==> src/rtl/asram_pkg.sv <==
package asram_pkg;

    typedef enum logic [2:0] {
        ST_IDLE,
        ST_RD_ACC,
        ST_RD_TURN,
        ST_WR_SETUP,
        ST_WR_PULSE,
        ST_WR_REC,
        ST_SKIP
    } asram_state_e;

    // whole cycles covering a time in ns, never less than one
    function automatic int ns_to_cyc(input int ns, input int period);
        int c;
        c = (ns + period - 1) / period;
        return (c < 1) ? 1 : c;
    endfunction

    function automatic int imax(input int a, input int b);
        return (a > b) ? a : b;
    endfunction

endpackage

==> src/rtl/asram_phase_cnt.sv <==
module asram_phase_cnt #(
    parameter int CW = 2
) (
    input  logic          clk,
    input  logic          rst_n,
    input  logic          load,
    input  logic [CW-1:0] load_val,
    output logic          zero
);
    logic [CW-1:0] cnt;

    always_ff @(posedge clk) begin
        if (!rst_n)
            cnt <= '0;
        else if (load)
            cnt <= load_val;
        else if (cnt != '0)
            cnt <= cnt - 1'b1;
    end

    assign zero = (cnt == '0);
endmodule

==> src/rtl/asram_lanes.sv <==
module asram_lanes #(
    parameter int LANES  = 2,
    parameter int LANE_W = 8
) (
    input  logic [LANES-1:0]        mask,
    input  logic                    active,
    input  logic [LANES*LANE_W-1:0] din,
    output logic [LANES-1:0]        be_n,
    output logic [LANES*LANE_W-1:0] din_masked
);
    for (genvar g = 0; g < LANES; g++) begin : g_lane
        assign be_n[g] = ~(active & mask[g]);
        assign din_masked[g*LANE_W +: LANE_W] =
            mask[g] ? din[g*LANE_W +: LANE_W] : '0;
    end
endmodule

==> src/rtl/asram_ctrl.sv <==
module asram_ctrl #(
    parameter int ADDR_W  = 18,
    parameter int DATA_W  = 16,
    parameter int LANE_W  = 8,
    parameter int CLK_NS  = 4,
    parameter int T_AA_NS = 12,
    parameter int T_RC_NS = 12,
    parameter int T_WC_NS = 12,
    parameter int T_WP_NS = 8,
    parameter int T_DW_NS = 6
) (
    input  logic                     clk,
    input  logic                     rst_n,
    input  logic                     host_req,
    input  logic                     host_we,
    input  logic [ADDR_W-1:0]        host_addr,
    input  logic [DATA_W-1:0]        host_wdata,
    input  logic [DATA_W/LANE_W-1:0] host_bmask,
    output logic                     host_ready,
    output logic                     host_rvalid,
    output logic [DATA_W-1:0]        host_rdata,
    output logic [ADDR_W-1:0]        mem_addr,
    output logic                     mem_ce_n,
    output logic                     mem_we_n,
    output logic                     mem_oe_n,
    output logic [DATA_W/LANE_W-1:0] mem_be_n,
    output logic [DATA_W-1:0]        mem_dq_out,
    output logic                     mem_dq_oe,
    input  logic [DATA_W-1:0]        mem_dq_in
);
    import asram_pkg::*;

    localparam int LANES  = DATA_W / LANE_W;
    localparam int RD_CYC = imax(ns_to_cyc(T_AA_NS, CLK_NS), ns_to_cyc(T_RC_NS, CLK_NS));
    localparam int WE_CYC = imax(imax(ns_to_cyc(T_WP_NS, CLK_NS), ns_to_cyc(T_DW_NS, CLK_NS)),
                                 imax(ns_to_cyc(T_WC_NS, CLK_NS) - 1, 1));
    localparam int MAXC   = imax(RD_CYC, WE_CYC);
    localparam int CW     = $clog2(MAXC + 1);

    asram_state_e st, st_nx;

    logic [ADDR_W-1:0] addr_q;
    logic [DATA_W-1:0] wdata_q, rdata_q, rd_masked;
    logic [LANES-1:0]  mask_q;
    logic              we_q;
    logic              accept, ph_zero, ph_load, ce_act;
    logic [CW-1:0]     ph_val;

    assign accept = host_req && (st == ST_IDLE);

    // state register
    always_ff @(posedge clk) begin
        if (!rst_n) st <= ST_IDLE;
        else        st <= st_nx;
    end

    // next-state decode
    always_comb begin
        st_nx = st;
        unique case (st)
            ST_IDLE: begin
                if (host_req) begin
                    if (host_bmask == '0) st_nx = ST_SKIP;
                    else if (host_we)     st_nx = ST_WR_SETUP;
                    else                  st_nx = ST_RD_ACC;
                end
            end
            ST_RD_ACC:   if (ph_zero) st_nx = ST_RD_TURN;
            ST_RD_TURN:  st_nx = ST_IDLE;
            ST_WR_SETUP: st_nx = ST_WR_PULSE;
            ST_WR_PULSE: if (ph_zero) st_nx = ST_WR_REC;
            ST_WR_REC:   st_nx = ST_IDLE;
            ST_SKIP:     st_nx = ST_IDLE;
            default:     st_nx = ST_IDLE;
        endcase
    end

    // phase counter loads on entry to a timed phase
    assign ph_load = ((st_nx == ST_RD_ACC)   && (st != ST_RD_ACC)) ||
                     ((st_nx == ST_WR_PULSE) && (st != ST_WR_PULSE));
    assign ph_val  = (st_nx == ST_RD_ACC) ? CW'(RD_CYC - 1) : CW'(WE_CYC - 1);

    asram_phase_cnt #(.CW(CW)) u_phase (
        .clk      (clk),
        .rst_n    (rst_n),
        .load     (ph_load),
        .load_val (ph_val),
        .zero     (ph_zero)
    );

    asram_lanes #(.LANES(LANES), .LANE_W(LANE_W)) u_lanes (
        .mask       (mask_q),
        .active     (ce_act),
        .din        (mem_dq_in),
        .be_n       (mem_be_n),
        .din_masked (rd_masked)
    );

    // request and read data registers
    always_ff @(posedge clk) begin
        if (!rst_n) begin
            addr_q  <= '0;
            wdata_q <= '0;
            mask_q  <= '0;
            we_q    <= 1'b0;
            rdata_q <= '0;
        end else begin
            if (accept) begin
                addr_q  <= host_addr;
                wdata_q <= host_wdata;
                mask_q  <= host_bmask;
                we_q    <= host_we;
                if (host_bmask == '0 && !host_we)
                    rdata_q <= '0;
            end
            if (st == ST_RD_ACC && ph_zero)
                rdata_q <= rd_masked;
        end
    end

    // output decode
    always_comb begin
        ce_act      = 1'b0;
        mem_oe_n    = 1'b1;
        mem_we_n    = 1'b1;
        mem_dq_oe   = 1'b0;
        host_ready  = 1'b0;
        host_rvalid = 1'b0;
        unique case (st)
            ST_IDLE:     host_ready = 1'b1;
            ST_RD_ACC:   begin ce_act = 1'b1; mem_oe_n = 1'b0; end
            ST_RD_TURN:  host_rvalid = 1'b1;
            ST_WR_SETUP: begin ce_act = 1'b1; mem_dq_oe = 1'b1; end
            ST_WR_PULSE: begin ce_act = 1'b1; mem_we_n = 1'b0; mem_dq_oe = 1'b1; end
            ST_WR_REC:   mem_dq_oe = 1'b1;
            ST_SKIP:     host_rvalid = !we_q;
            default:     host_ready = 1'b0;
        endcase
    end

    assign mem_ce_n   = !ce_act;
    assign mem_addr   = addr_q;
    assign mem_dq_out = wdata_q;
    assign host_rdata = rdata_q;
endmodule

==> config.mk <==
export PLATFORM = sky130hd
export DESIGN_NAME = asram_ctrl
export DESIGN_NICKNAME = d
export VERILOG_FILES = /design/src/rtl/asram_pkg.sv /design/src/rtl/asram_phase_cnt.sv /design/src/rtl/asram_lanes.sv /design/src/rtl/asram_ctrl.sv
export SDC_FILE = /design/constraint.sdc
export NUM_CORES = 1
export LEC_CHECK = 0
export BUFFER_PORTS_ARGS = -buffer_cell sky130_fd_sc_hd__buf_2
export CAP_MARGIN = 40
export CORE_MARGIN = 2
export CORE_UTILIZATION = 46
export CTS_BUF_LIST = sky130_fd_sc_hd__clkbuf_4 sky130_fd_sc_hd__clkbuf_8
export CTS_CLUSTER_DIAMETER = 50
export CTS_CLUSTER_SIZE = 12
export DETAILED_ROUTE_END_ITERATION = 12
export MAX_ROUTING_LAYER = met4
export PLACE_DENSITY = 0.79
export SYNTH_ARGS = -nofsm -noshare
export SYNTH_HDL_FRONTEND = slang
export SYNTH_SLANG_ARGS = --single-unit
==> constraint.sdc <==
create_clock -name clk -period 2.1 [get_ports clk]
set_input_delay 0.315 -clock clk [delete_from_list [all_inputs] [get_ports clk]]
set_output_delay 0.315 -clock clk [all_outputs]
set_load 0.02 [all_outputs]
==> results.toml <==
[logic_synthesis]
synth_top_family_by_area = "simple AND/OR/NAND/NOR gates"
synth.top_cell.area_share_pct = 53.2
ys_warn_count = 0
synthTopCellsByCount = "nand2_1 (83), dfxtp_1 (58), a21oi_1 (40)"
synth_flop_cell = "dfxtp_1"
synth_area_leaders = "dfxtp_1 (53%), nand2_1 (14%), a21oi_1 (9.2%)"
synth_enable_flop_cells = 0
synthAdderAreaFrac_pct = 0.573
yosysMostFrequentCell = "nand2_1"
synthCells = 247
yosysSeqAreaShare_pct = 53.2
synth_compound_area_share_pct = 19.0
yosys.area.top_type = "dfxtp_1"
synthMuxAreaShare_pct = 0.458
avgSynthCellArea_um2 = 8.84
synth_cell_types = 28
postSynth.asyncResetShare_pct = 0
syn_nets = 304
synth-simple-area-share_pct = 19.9
synthesis.area_um2 = 2180
ys_ff_latch = 58
synth-xor-area-share_pct = 0.401

[routing]
wl_per_cell_um = 11.9
route.detailed.drc = 0
drt-pass1-iter-count = 4
drt_iter0_drc = 67
via_per_inst = 4.93
routed_wl_um = 4950
vias = 2048
antenna_left = 0

[finish]
num_antenna_cells = 0
layout.nets = 416
area_growth_pct = 32.7
drive_gt1_share_pct = 38.0
stdcell_count = 415
utilization_pct = 62.1

[sta]
fin_skew_ns = 0.00345
finalSetupViolCount = 0
relSlewSlack_pct = 65.6
period_minus_slack_ns = 1.88
finalHoldViolations = 0
fmax_mhz = 531
drv_slew = 0
fin_crit_sh_pct = 89.7
fin_tns_setup_ns = 0
worst_pin_slew_ns = 0.513
setup_ws_ns = 0.215
rsz0062_at_grt = "no"

[global_routing]
antenna_found_initial = 0
grt_util_met3_pct = 5.25
grt_pass1_wl_um = 8110
grt_pass1_vias = 1898
busiest_layer = "met2"
use_met1_pct = 24.9
grt_max_degree = 41
met2_usage_pct = 30.7
grt-ovfl-total = 0
grt_use_total_pct = 20.0

[placement]
numPortBuffers = 113
dpl.cell_count = 401
place.gp.congestion = 0.830
dp_slack_ns = 0.0884
hpwl_um = 3440

[die]
die_h_um = 72.9
die_width_um = 72.9
io_pins = 114
core_um2 = 4660
start_util_pct = 46.8
placementRows = 25
die_area_um2 = 5310

[clocking]
cts-root-buf = "clkbuf_8"
numCtsBuffers = 9
clk_pin_slew_ns = 0.06
cts_num_sinks = 58
cts.path.max_buffers = 2
cts_tree = "done"
htree_levels = 3
clk_latency_ns = 0.30

[worst_setup_path]
worst_r2r_endpoint = "u_phase.cnt[1]$_SDFFE_PN0P_"
cp_data_required_time_ns = 1.78
arrival_ns = 1.57
cp-end-kind = "output port"
start_kind = "register"
critPathMaxFanout = 9
ff2ff_path_depth = 3
path_class = "register to output port"
crit_start = "st[0]$_SDFF_PN0_"
ff2ff_setup_slack_ns = 0.41
r2r-start = "st[1]$_SDFF_PN0_"

[min_path]
whs_endpoint = "host_rdata[4]$_SDFFE_PN0P_"
hold-path-cell-count = 2
hold_path.startpoint = "mem_dq_in[4]"
hold_path.class = "input pin to register"

[power_and_ir_drop]
ir_drop_v = 0.000503
total_power_mw = 2.92
power.density_nw_per_um2 = 1010
leakagePower_nw = 1.40

[status]
status = "completed"

[run]
cap_violations = 0
registers in the layout (all words and copies together), names as in the netlist:
| signal | flops |
|---|---|
| host_rdata | 16 |
| mask_q | 2 |
| mem_addr | 18 |
| mem_dq_out | 16 |
| st | 3 |
| u_phase.cnt | 2 |
| we_q | 1 |
critical path: stages (launching register included):
cell	delay [ns]
dfxtp_1	0.51
nor2b_2	0.34
nand2_1	0.13
o21ai_0	0.10
buf_2	0.19
how the worst max path moves through the flow:
stage | endpoint | slack, ns | cells after the start
CTS | host_rdata[3]$_SDFFE_PN0P_ | 0.07 | 5
floorplan | host_rdata[10]$_SDFFE_PN0P_ | 0.53 | 6
global placement | host_rdata[1]$_SDFFE_PN0P_ | 0.19 | 5
global route | mem_dq_oe | 0.07 | 4
detailed placement | host_rdata[2]$_SDFFE_PN0P_ | 0.09 | 3
finish | mem_dq_oe | 0.22 | 4
placed cells by master, fill, tap and decap left out:
cell type / netlist / final
nor2b_1: 2 / 1
mux2i_1: 1 / 1
nor3_2: 3 / 3
buf_4: 1 / 4
nor4b_1: 1 / 1
o31ai_1: 1 / 1
clkbuf_8: 0 / 11
a31oi_1: 1 / 1
a22o_1: 16 / 16
a21o_1: 1 / 1
nand3_1: 1 / 1
o21ai_0: 4 / 4
nor3_1: 2 / 2
a21oi_1: 40 / 40
nand2_1: 83 / 83
xor2_1: 1 / 1
nor2b_2: 0 / 1
o211a_1: 1 / 1
nand2b_1: 2 / 2
nor2_1: 2 / 2
ha_1: 1 / 1
a211oi_1: 1 / 1
inv_1: 6 / 6
buf_2: 2 / 113
a221oi_2: 1 / 1
dfxtp_1: 58 / 58
nor4b_4: 1 / 1
or4b_4: 1 / 1
clkbuf_4: 0 / 2
stage by stage:
stage	cell area [um^2]	hold WS [ns]
floorplan	2180	0.437
global placement	2720	0.439
detailed placement	2720	0.443
CTS	2890	0.202
global route	2900	0.212
finish	2900	0.217
cell type report:
class,instances,area (um^2)
fillers,427,1760
flip-flops and latches,58,1160
multi-input cells,167,883
repair buffers,117,596
clock buffers,13,166
well taps,54,67.6
inverters,6,22.5
power breakdown:
group	internal (mW)	switching, mW	leakage, nW	total (mW)
combinational	0.291	0.478	0.840	0.769
sequential	1.22	0.0768	0.474	1.29
clock	0.500	0.356	0.0883	0.856
total	2.01	0.910	1.40	2.92
timing repair:
action	4_1_cts	5_1_grt
resized for setup	0	1
hold buffers	0	0
setup buffers	0	0
setup endpoints to repair	0	1
cell families after synthesis:
group / Yosys count
compound gates: 66
xor+xnor: 1
fa+ha+maj: 1
buf+inv: 22
flops: 58
mux: 1
simple gates: 98
routing by layer:
metal / wire (um) / up-vias
li1: - / 1051
met1: 2310 / 917
met2: 2220 / 76
met3: 385 / 4
met4: 33 / 0
met5: 0 / -
(Power assumes the default switching activity.)
